<file path="config.mk">
export PLATFORM = sky130hd
export DESIGN_NAME = chainAluSlice
export DESIGN_NICKNAME = d
export VERILOG_FILES = /design/src/rtl/chainAluPkg.sv /design/src/rtl/chainAluCtrl.sv /design/src/rtl/chainAluDatapath.sv /design/src/rtl/chainAluSlice.sv
export SDC_FILE = /design/constraint.sdc
export NUM_CORES = 1
export LEC_CHECK = 0
export BUFFER_PORTS_ARGS = -buffer_cell sky130_fd_sc_hd__buf_2
export CORE_MARGIN = 4
export CORE_UTILIZATION = 40
export DETAILED_ROUTE_END_ITERATION = 8
export PLACE_DENSITY = 0.72
export SYNTH_ARGS = -nofsm -noshare
export SYNTH_HDL_FRONTEND = slang
export SYNTH_SLANG_ARGS = --single-unit
</file>
<file path="constraint.sdc">
create_clock -name clk -period 0.9 [get_ports clk]
set_input_delay 0.18 -clock clk [delete_from_list [all_inputs] [get_ports clk]]
set_output_delay 0.18 -clock clk [all_outputs]
set_load 0.1 [all_outputs]
</file>
<file path="src/rtl/chainAluPkg.sv">
package chainAluPkg;

  typedef enum logic [1:0] {
    OP_SUB = 2'b00,
    OP_SBC = 2'b01,
    OP_CMP = 2'b10,
    OP_CPC = 2'b11
  } aluOp_e;

  localparam int STATUS_W = 5;
  localparam int ST_C = 0;
  localparam int ST_Z = 1;
  localparam int ST_N = 2;
  localparam int ST_V = 3;
  localparam int ST_S = 4;

  typedef struct packed {
    logic update;
    logic subCarry;
    logic chainZero;
    logic writeBack;
  } aluStrobe_t;

endpackage

</file>
<file path="src/rtl/chainAluCtrl.sv">
module chainAluCtrl
  import chainAluPkg::*;
(
  input  logic       opValid,
  input  logic [1:0] opCode,
  output aluStrobe_t strobe
);

  aluOp_e op;

  always_comb begin
    op = aluOp_e'(opCode);
    strobe = '0;
    strobe.update = opValid;
    if (opValid) begin
      unique case (op)
        OP_SUB: strobe.writeBack = 1'b1;
        OP_SBC: begin
          strobe.writeBack = 1'b1;
          strobe.subCarry  = 1'b1;
          strobe.chainZero = 1'b1;
        end
        OP_CMP: ;
        OP_CPC: begin
          strobe.subCarry  = 1'b1;
          strobe.chainZero = 1'b1;
        end
        default: ;
      endcase
    end
  end

endmodule

</file>
<file path="src/rtl/chainAluDatapath.sv">
module chainAluDatapath
  import chainAluPkg::*;
#(
  parameter int DATA_W = 8
) (
  input  logic                clk,
  input  logic                rstN,
  input  aluStrobe_t          strobe,
  input  logic [DATA_W-1:0]   opA,
  input  logic [DATA_W-1:0]   opB,
  input  logic [STATUS_W-1:0] statusIn,
  output logic [DATA_W-1:0]   resultOut,
  output logic                resultWe,
  output logic [STATUS_W-1:0] statusOut
);

  localparam int MSB = DATA_W - 1;

  logic [DATA_W:0]       diffWide;
  logic [DATA_W-1:0]     diff;
  logic                  carryIn;
  logic                  byteZero;
  logic [STATUS_W-1:0]   statusNext;

  always_comb begin
    carryIn  = strobe.subCarry & statusIn[ST_C];
    diffWide = {1'b0, opA} - {1'b0, opB} - {{DATA_W{1'b0}}, carryIn};
    diff     = diffWide[DATA_W-1:0];
    byteZero = (diff == '0);

    statusNext       = '0;
    statusNext[ST_C] = diffWide[DATA_W];
    statusNext[ST_Z] = strobe.chainZero ? (byteZero & statusIn[ST_Z]) : byteZero;
    statusNext[ST_N] = diff[MSB];
    statusNext[ST_V] = (opA[MSB] ^ opB[MSB]) & (diff[MSB] ^ opA[MSB]);
    statusNext[ST_S] = statusNext[ST_N] ^ statusNext[ST_V];
  end

  always_ff @(posedge clk or negedge rstN) begin
    if (!rstN) begin
      resultOut <= '0;
      resultWe  <= 1'b0;
      statusOut <= '0;
    end else begin
      resultWe <= strobe.writeBack;
      if (strobe.update) begin
        statusOut <= statusNext;
      end
      if (strobe.writeBack) begin
        resultOut <= diff;
      end
    end
  end

endmodule

</file>
<file path="src/rtl/chainAluSlice.sv">
module chainAluSlice
  import chainAluPkg::*;
#(
  parameter int DATA_W = 8
) (
  input  logic                clk,
  input  logic                rstN,
  input  logic                opValid,
  input  logic [1:0]          opCode,
  input  logic [DATA_W-1:0]   opA,
  input  logic [DATA_W-1:0]   opB,
  input  logic [STATUS_W-1:0] statusIn,
  output logic [DATA_W-1:0]   resultOut,
  output logic                resultWe,
  output logic [STATUS_W-1:0] statusOut
);

  aluStrobe_t strobe;

  chainAluCtrl u_ctrl (
    .opValid(opValid),
    .opCode (opCode),
    .strobe (strobe)
  );

  chainAluDatapath #(.DATA_W(DATA_W)) u_dp (
    .clk      (clk),
    .rstN     (rstN),
    .strobe   (strobe),
    .opA      (opA),
    .opB      (opB),
    .statusIn (statusIn),
    .resultOut(resultOut),
    .resultWe (resultWe),
    .statusOut(statusOut)
  );

endmodule

</file>
==> impl_metrics.toml, run 1 <==
[setup_path]
r2r_start = "u_dp.statusOut[1]"
required_ps = 1090
max_stage_delay_ps = 570
worstPathArrival_ps = 2190
worst-path-buf-inv = 2
path_max_fanout = 4
cp-end-kind = "flop"
crit_path_start = "statusIn[0]"
crit_chain = "buf_8 -> nand3_4 -> fa_2 -> inv_2 -> ha_4 -> o21ai_4 -> a21oi_2 -> mux2_4 -> or4_4 -> o221ai_2"
cp_slowest_cell = "fa_2"
crit_family = "adder cells"
critPathKind = "in -> reg"
start_kind = "input pin"

[synth]
syn_nets = 166
synth_adder_area_share_pct = 19.8
yosysTopAreaCell = "dfrtp_1"
synthTopCellsByArea = "dfrtp_1 32%, ha_1 16%, inv_1 7.9%"
synth_top_family_by_area = "adder cells"
synthCells = 124
synth_compound_area_share_pct = 16.9
synth-xor-area-share_pct = 4.83
synth-seq-cells = 14
yosysSeqAreaShare_pct = 32.2
synthMuxAreaShare_pct = 2.07
ys_types = 33
yosysWarnings = 0
synth_top_flop_cell = "dfrtp_1"
yosys.area_share.simple_pct = 15.6
synthArstFlopShare_pct = 100
yosysTopAreaCellShare_pct = 32.2
avgSynthCellArea_um2 = 8.78
synth_area_um2 = 1090
netlist_top_cells_count = "23 x inv_1, 14 x dfrtp_1, 14 x ha_1, 11 x nand2_1, 9 x o21ai_0"
synth_most_common_cell = "inv_1"
synth-edff-count = 0

[sta]
report.final.slew_viol_count = 0
finalHoldViolCount = 0
fin_ws_ps = -1100
relSlewSlack_pct = 76.3
final-setup-viol-count = 27
whs_ps = 287
fin_crit_sh_pct = 222
rsz0062_at_grt = "yes"
fmax_mhz = 500
period_needed_ps = 2000
fin_tns_setup_ps = -12840
clock_skew_ps = 0
worst_pin_slew_ps = 354

[detailed_routing]
num_vias = 1162
final_antenna_net_count = 0
wl_per_cell_um = 13.6
drc = 0
drt_iter0_drc = 13
drt-total-wl_mm = 3.12
dr.pass1.iters = 4
viasPerCell = 5.07

[worst_hold_path]
min_path_type = "in -> reg"
hold_start = "opA[7]"

[cts]
cts-root-buf = "clkbuf_4"
path_clk_slew_ps = 70
cts-htree-levels = 1
tritoncts = "built"
clk-insertion-delay-late_ps = 270
clockBufferDepth = 2
cts_made_buffers = 3
clock-sinks = 14

[outcome]
outcome = "finished, violations left"
violations = "negative setup slack"

[placed_design]
numPortBuffers = 36
dp_hpwl_mm = 2.24
place_congestion = 0.769

[floorplanning]
dieArea_um2 = 3620
fp.dieH_um = 60.2
initial_core_util_pct = 42.8
core-area_um2 = 2540
die_w_um = 60.2
ios = 40
core.rowCount = 18

[pwr]
p_leak_nw = 1.00
powerDensity_nw_per_um2 = 2030
ir_worst_vdd_mv = 2.01

[grt]
grt_pass1_wl_mm = 4.82
grt_pass1_vias = 1206
overflow = 0
antenna_found_initial = 0
grt_max_degree = 15
grtUsageTotal_pct = 17.5

[job]
cap_violations = 0

[cells_and_area]
postLayoutCoreUtil_pct = 80.2
n_antenna_cell = 0
syn2layout_area_growth_pct = 87.5
drive_above_1_share_pct = 57.3
final_net_count = 242
n_fill_cell = 161
## through the flow
step	total power [mW]	cells	setup WS, ps	cell area (µm²)
after global routing	4.34	229	-1150	2040
final	4.15	229	-1100	2040
after floorplan	2.46	124	-1320	1210
after CTS	4.03	226	-1040	1970
after global placement	3.50	218	-1350	1840
after detailed placement	3.56	218	-1380	1840
## worst paths after layout
path / to / slack, ps / depth (start not counted)
setup reg to reg: u_dp.statusOut[1] / 50 / 2
hold / removal: u_dp.statusOut[4] / 290 / 4
hold reg to reg: u_dp.resultOut[0] / 540 / 2
max in group asynchronous: u_dp.statusOut[2] / 320 / 2
min in group asynchronous: u_dp.resultOut[0] / 320 / 2
setup / recovery: u_dp.statusOut[3] / -1100 / 10
## registers in the layout, indices dropped and copies added, names as in the netlist
name,cells
u_dp.statusOut,5
u_dp.resultWe,1
u_dp.resultOut,8
## power breakdown
part / switching [mW] / total [mW] / leakage [nW] / internal [mW]
Sequential: 0.143 / 0.928 / 0.157 / 0.784
Clock: 0.185 / 0.357 / 0.0150 / 0.172
Combinational: 1.63 / 2.86 / 0.831 / 1.23
## layout make-up
type / count / area, µm² / share of cell area, %
multi-input cells: 85 / 806 / 39.5
repair buffers: 73 / 718 / 35.2
flip-flops and latches: 14 / 367 / 18.0
inverters: 23 / 86.3 / 4.23
well taps: 30 / 37.5 / 1.84
clock buffers: 4 / 26.3 / 1.29
## worst register-to-register path, stage by stage, from the launching register on
cell	delay (ps)
dfrtp_2	440
nor2b_1	140
a31o_1	180
## metal layers
metal / global-route usage, % / wire length, µm / part of all wire (%) / up-vias
li1: - / - / - / 569
met1: 18.5 / 1210 / 39 / 541
met2: 31.9 / 1670 / 54 / 42
met3: 1.51 / 126 / 4.0 / 10
met4: 12.7 / 114 / 3.7 / 0
met5: 0 / 0 / 0 / -
## layout by cell type, fill, tap and decap left out, drive strengths merged, types with 2 or more instances in the layout
cell / synthesis / routed
nor2b: 3 / 3
and3: 2 / 2
clkbuf: 2 / 4
nor3: 2 / 2
xnor2: 4 / 4
a21o: 2 / 2
a21oi: 4 / 4
nand2b: 2 / 2
buf: 0 / 72
mux2: 2 / 2
o21ai: 11 / 11
ha: 14 / 14
nand2: 11 / 11
fa: 2 / 2
nor2: 7 / 7
dfrtp: 14 / 14
xor2: 2 / 2
nand3: 3 / 3
a2111oi: 2 / 2
a31oi: 2 / 2
inv: 23 / 23
## cell families (layout without fill, tap and decap cells)
family	count (synthesis)	after routing
AND/OR/NAND/NOR	34	34
AO/OA/AOI/OAI	27	27
buffers and inverters	25	100
adder cells (fa/ha/maj)	16	16
flip-flops	14	14
XOR/XNOR	6	6
multiplexers	2	2
## timing repair
| action | in CTS | in global routing |
|---|---|---|
| buffers inserted | 4 | 4 |
| gates resized for setup | 15 | 11 |
| hold endpoints to repair | 14 | 0 |
| pin swaps | 11 | 8 |
| hold buffers | 1 | 0 |
| setup endpoints to repair | 27 | 27 |
No activity file was read; power rests on OpenSTA's default activity.
==> run 2: changes to the inputs <==
--- a/config.mk
+++ b/config.mk
@@ -5,11 +5,13 @@
 export SDC_FILE = /design/constraint.sdc
 export NUM_CORES = 1
 export LEC_CHECK = 0
+export ABC_AREA = 1
 export BUFFER_PORTS_ARGS = -buffer_cell sky130_fd_sc_hd__buf_2
 export CORE_MARGIN = 4
 export CORE_UTILIZATION = 40
+export CTS_CLUSTER_DIAMETER = 200
 export DETAILED_ROUTE_END_ITERATION = 8
-export PLACE_DENSITY = 0.72
+export PLACE_DENSITY = 0.71
 export SYNTH_ARGS = -nofsm -noshare
 export SYNTH_HDL_FRONTEND = slang
 export SYNTH_SLANG_ARGS = --single-unit
==> run 2 against run 1 <==
Compared with the run above:
- final cell count grew 12%
- via count is 5.1% higher
- register-to-register slack worse by 30 ps
- flip-flop and latch count unchanged
- area after synthesis rose by 6.6%
- worst setup slack improved by 420 ps
- power shrank 9.1%
- the run still ends with negative setup slack left
- critical path type unchanged
- clock skew unchanged
- maximum frequency rose by 27%
- die area rose by 5.7%
==> impl_metrics.toml, run 2 <==
[synth]
synth_top_flop_cell = "dfrtp_1"
yosysTopAreaCellShare_pct = 30.2
synthCells = 164
avgSynthCellArea_um2 = 7.07
yosysTopAreaCell = "dfrtp_1"
synth-seq-cells = 14
syn_nets = 206
synth-xor-area-share_pct = 0
synth-edff-count = 0
synth_adder_area_share_pct = 18.6
synthTopCellsByArea = "dfrtp_1 30%, nand2_1 18%, ha_1 15%"
yosysSeqAreaShare_pct = 30.2
synth_compound_area_share_pct = 8.52
synthArstFlopShare_pct = 100
synth_top_family_by_area = "simple AND/OR/NAND/NOR gates"
synthMuxAreaShare_pct = 0
yosysWarnings = 0
netlist_top_cells_count = "55 x nand2_1, 36 x inv_1, 14 x dfrtp_1, 14 x ha_1, 12 x nand3_1"
synth_most_common_cell = "nand2_1"
synth_area_um2 = 1160
ys_types = 21
yosys.area_share.simple_pct = 29.8

[grt]
grt_max_degree = 15
grt_pass1_vias = 1249
overflow = 0
grtUsageTotal_pct = 16.5
antenna_found_initial = 0
grt_pass1_wl_mm = 4.82

[placed_design]
dp_cells = 248
place_congestion = 0.743
numPortBuffers = 36
dp_hpwl_mm = 2.22
pre_cts_slack_ps = -1110

[setup_path]
start_kind = "input pin"
max_stage_delay_ps = 540
reg2reg_depth = 4
r2r_slack_ps = 20
r2r_start = "u_dp.statusOut[4]"
crit_path_start = "opCode[0]"
r2r-end = "u_dp.statusOut[4]"
worstPathArrival_ps = 1750
crit_path_end = "u_dp.statusOut[3]"
cp-end-kind = "flop"
crit_chain = "buf_8 -> nand3_4 -> fa_2 -> inv_2 -> ha_4 -> o21ai_4 -> nand2_2 -> nand2_2 -> nand3_2 -> nand2_4 -> nand2_1 -> nand3_1 -> nand2_1"
cp_slowest_cell = "fa_2"
critPathKind = "in -> reg"
required_ps = 1080
path_max_fanout = 5

[cts]
clockBufferDepth = 2
cts_made_buffers = 3
cts-root-buf = "clkbuf_4"
path_clk_slew_ps = 80
clock-sinks = 14
clk-insertion-delay-late_ps = 290
tritoncts = "built"
cts-htree-levels = 1

[cells_and_area]
n_antenna_cell = 0
largest_reg_flops = 8
drive_above_1_share_pct = 48.7
n_fill_cell = 214
instances_no_fill = 257
final_net_count = 269
final_cell_mix = "42 x nand2_1, 34 x inv_1, 19 x buf_2"
top_register = "u_dp.resultOut"
syn2layout_area_growth_pct = 71.4
largestRegisters = "u_dp.resultOut x8, u_dp.statusOut x5, u_dp.resultWe x1"
final_common_cell = "nand2_1"

[detailed_routing]
met3_length_um = 129
routed.top_layer = "met4"
wl_met2_mm = 1.52
wl_met1_mm = 1.06
num_vias = 1221
final_antenna_net_count = 0
drt-total-wl_mm = 2.72
drc = 0
viasPerCell = 4.75
wl_per_cell_um = 10.6
drt_iter0_drc = 21
dr.pass1.iters = 4

[sta]
final-setup-viol-count = 27
worst_pin_slew_ps = 317
report.final.slew_viol_count = 0
relSlewSlack_pct = 78.9
whs_ps = 219
period_needed_ps = 1580
finalHoldViolCount = 0
fin_tns_setup_ps = -9270
fin_crit_sh_pct = 175
rsz0062_at_grt = "yes"
fin_ws_ps = -679
clock_skew_ps = 0
fmax_mhz = 633

[pwr]
p_leak_nw = 1.07
powerDensity_nw_per_um2 = 1900
ir_worst_vdd_mv = 2.19

[floorplanning]
core-area_um2 = 2760
core.rowCount = 19
ios = 40
die_w_um = 61.9
fp.dieH_um = 61.9
dieArea_um2 = 3830
initial_core_util_pct = 42.1

[worst_hold_path]
min_path_type = "in -> reg"

[outcome]
violations = "negative setup slack"
outcome = "finished, violations left"

[job]
cap_violations = 0
## run 2: metal layers
metal / up-vias / GRT usage [%]
met1: 562 / 18.3
li1: 630 / -
met4: 0 / 2.42
met3: 2 / 3.93
met5: - / 0
met2: 27 / 32.3
## run 2: through the flow
stage	area, µm²	util [%]	total power [mW]
finish	1990	72.1	3.77
global route	1990	72.1	4.00
CTS	1920	69.5	3.71
detailed placement	1790	64.7	3.15
global placement	1790	64.7	3.12
floorplan	1220	-	2.25
## run 2: final cells by class
cell class | count | area (µm²) | area share, %
inverter | 37 | 139 | 6.99
tap | 31 | 38.8 | 1.95
sequential | 14 | 367 | 18.4
timing repair buffer | 59 | 619 | 31.2
multi-input combinational | 112 | 788 | 39.6
clock buffer | 4 | 36.3 | 1.83
## run 2: kinds of logic (layout without fill, tap and decap cells)
kind of cell	Yosys count	after routing
AO/OA/AOI/OAI	15	15
adder cells (fa/ha/maj)	16	16
buffers and inverters	38	100
flip-flops	14	14
AND/OR/NAND/NOR	81	81
## run 2: worst min-delay path by stage
stage	startpoint	endpoint	slack (ps)	depth (start not counted)
2_1_floorplan	rstN	u_dp.resultOut[0]	-120	0
3_3_place_gp	rstN	u_dp.statusOut[4]	90	1
3_5_place_dp	rstN	u_dp.statusOut[4]	90	1
4_1_cts	opCode[1]	u_dp.resultWe	200	3
5_1_grt	opCode[1]	u_dp.resultWe	220	3
6_report	opCode[1]	u_dp.resultWe	220	3
## run 2: repair_timing
action,CTS,global route
hold endpoints to repair,14,0
pin swaps,13,15
buffers inserted,2,2
hold buffers,1,0
gates resized for setup,19,15
endpoints found under the setup margin,27,27
## run 2: report_power, final
part | total, mW | switching, mW | internal, mW
sequential | 0.891 | 0.128 | 0.763
combinational | 2.42 | 1.46 | 0.952
clock | 0.462 | 0.215 | 0.246
total | 3.77 | 1.81 | 1.96
## run 2: worst max-delay path: cells and delay by family
family / cells / cell delay [ps]
adder cells (fa/ha/maj): 2 / 700
AND/OR/NAND/NOR: 8 / 610
buffers and inverters: 2 / 120
AO/OA/AOI/OAI: 1 / 150
==> run 3: changes to the inputs <==
--- a/config.mk
+++ b/config.mk
@@ -6,12 +6,14 @@
 export NUM_CORES = 1
 export LEC_CHECK = 0
 export ABC_AREA = 1
+export ABC_CLOCK_PERIOD_IN_PS = 900
 export BUFFER_PORTS_ARGS = -buffer_cell sky130_fd_sc_hd__buf_2
 export CORE_MARGIN = 4
 export CORE_UTILIZATION = 40
 export CTS_CLUSTER_DIAMETER = 200
 export DETAILED_ROUTE_END_ITERATION = 8
 export PLACE_DENSITY = 0.71
+export REMOVE_ABC_BUFFERS = 1
 export SYNTH_ARGS = -nofsm -noshare
 export SYNTH_HDL_FRONTEND = slang
 export SYNTH_SLANG_ARGS = --single-unit
==> run 3 against run 2 <==
Compared with the run above:
- the run still ends with negative setup slack left
- combinational power rose by 6%
- utilization rose by 2.7 points
- register-to-register slack barely moved
- non-clock buffer count rose by 10
- clock power fell by 6.1%
- power rose by 2.6%
- hold slack improved by 24 ps
- first-iteration DRC count rose by 43%
- sequential share of layout area fell by 1.5 points
- clock skew did not move
- critical path depth did not move
- flip-flop and latch count did not move
- critical path type unchanged
- critical endpoint is now u_dp.statusOut[1]
==> impl_metrics.toml, run 3 (synthesized netlist as in run 2, its figures left out) <==
[outcome]
outcome = "finished, violations left"
violations = "negative setup slack"

[detailed_routing]
drt_iter0_drc = 30
drc = 0
dr.pass1.iters = 4
viasPerCell = 4.63
drt-total-wl_mm = 2.85
wl_per_cell_um = 10.7
num_vias = 1235
final_antenna_net_count = 0

[cells_and_area]
largest_reg_flops = 8
drive_above_1_share_pct = 46.6
largestRegisters = "u_dp.resultOut x8, u_dp.statusOut x5, u_dp.resultWe x1"
final_common_cell = "nand2_1"
instances_no_fill = 267
n_antenna_cell = 0
final_cell_mix = "41 x nand2_1, 34 x inv_1, 29 x buf_4"
top_register = "u_dp.resultOut"
postLayoutCoreUtil_pct = 74.8
n_fill_cell = 177
final_net_count = 279
final_area_um2 = 2060
syn2layout_area_growth_pct = 77.9

[pwr]
switching_share_pct = 47.1
powerDensity_nw_per_um2 = 1870
p_leak_nw = 1.13
switchingPower_mw = 1.82
power_frac_comb_pct = 66.3
ir_worst_vdd_mv = 1.97
p_int_mw = 2.04
pwr-share-seq_pct = 22.5
clkPwrFrac_pct = 11.2

[grt]
grt_max_degree = 15
grt_pass1_vias = 1059
grtUsageTotal_pct = 15.0
grt_pass1_wl_mm = 4.34
antenna_found_initial = 0
overflow = 0

[setup_path]
r2r_start = "u_dp.statusOut[0]"
worstPathArrival_ps = 1900
start_kind = "input pin"
path_max_fanout = 2
critPathKind = "in -> reg"
cp-end-kind = "flop"
reg2reg_depth = 4
required_ps = 1110
r2r_slack_ps = 10
r2r-end = "u_dp.statusOut[0]"

[placed_design]
dp_hpwl_mm = 2.06
numPortBuffers = 36
dpl_cell_area_um2 = 1740
place_congestion = 0.708
dp_cells = 250

[worst_hold_path]
min_path_type = "in -> reg"
hold_start = "opCode[1]"
min_to = "u_dp.resultWe"
hold-path-cell-count = 3

[floorplanning]
core.rowCount = 19
fp.dieH_um = 61.9
die_w_um = 61.9
initial_core_util_pct = 42.1
dieArea_um2 = 3830
ios = 40
core-area_um2 = 2760

[cts]
cts-root-buf = "clkbuf_4"
clockBufferDepth = 2
cts-htree-levels = 1
path_clk_slew_ps = 80
cts_made_buffers = 3
clk-insertion-delay-late_ps = 270
clock-sinks = 14
tritoncts = "built"

[sta]
report.final.slew_viol_count = 0
fmax_mhz = 594
fin_ws_ps = -783
final-setup-viol-count = 27
rsz0062_at_grt = "yes"
clock_skew_ps = 0
period_needed_ps = 1680
finalHoldViolCount = 0
fin_crit_sh_pct = 187
whs_ps = 243
worst_pin_slew_ps = 298
relSlewSlack_pct = 80.1

[job]
cap_violations = 0
run 3: cell types whose count changed in the layout (fill, tap and decap cells not counted), moves of 2 or more:
| cell | previous run | this run |
|---|---|---|
| nand2_4 | 4 | 2 |
| nand2_2 | 10 | 13 |
| buf_4 | 17 | 29 |
| dfrtp_1 | 1 | 14 |
| dfrtp_2 | 13 | 0 |
run 3: worst max-delay path, stage by stage:
cell      delay [ps]
buf_8             80
nand3_4           70
fa_2             580
inv_2             60
ha_4             160
o21ai_4          150
buf_6            110
nand3b_1          90
nand2_2           90
nand3_1           60
nor2_1           120
nand3_2           90
nand2_1           60
run 3: timing repair:
| item | 4_1_cts | 5_1_grt |
|---|---|---|
| endpoints found under the setup margin | 27 | 27 |
| hold buffers | 1 | 0 |
| endpoints found under the hold margin | 14 | 0 |
| buffers inserted | 7 | 5 |
| resized for setup | 20 | 25 |
| pin swaps | 19 | 10 |
run 3: area by class of cell:
cell class | instances | area, µm² | area share [%]
Clock buffer | 4 | 36.3 | 1.76
Sequential cell | 14 | 350 | 17.0
Inverter | 37 | 139 | 6.73
Multi-Input combinational cell | 112 | 806 | 39.1
Timing Repair Buffer | 69 | 693 | 33.6
Tap cell | 31 | 38.8 | 1.88
run 3: through the flow:
stage / setup slack [ps] / setup TNS [ps] / power, mW
final: -783 / -9890 / 3.87
after detailed placement: -1160 / -12400 / 3.08
after global placement: -1110 / -11960 / 3.05
after global routing: -836 / -11180 / 4.09
after floorplan: -856 / -11360 / 2.19
after CTS: -743 / -9830 / 3.68
run 3: metal layers:
metal	GRT usage (%)	vias up	wire (µm)
li1	-	655	-
met1	19.2	547	1230
met2	25.6	29	1470
met3	1.65	4	126
met4	6.06	0	19
met5	0	-	0
run 3: worst max path at each step:
| stage | cells past startpoint | to | start | slack, ps |
|---|---|---|---|---|
| 2_1_floorplan | 13 | u_dp.statusOut[1] | statusIn[0] | -860 |
| 3_3_place_gp | 13 | u_dp.statusOut[4] | opValid | -1110 |
| 3_5_place_dp | 13 | u_dp.statusOut[3] | opValid | -1160 |
| 4_1_cts | 14 | u_dp.statusOut[3] | opCode[0] | -740 |
| 5_1_grt | 13 | u_dp.statusOut[1] | opCode[0] | -840 |
| 6_report | 13 | u_dp.statusOut[1] | opCode[0] | -780 |
run 3: power by group through the flow:
stage	logic (mW)	clock network [mW]	registers (mW)
global placement	2.18	0	0.878
detailed placement	2.20	0	0.883
global route	2.73	0.479	0.885
CTS	2.36	0.451	0.868
floorplan	0.547	0	1.65
finish	2.57	0.434	0.869
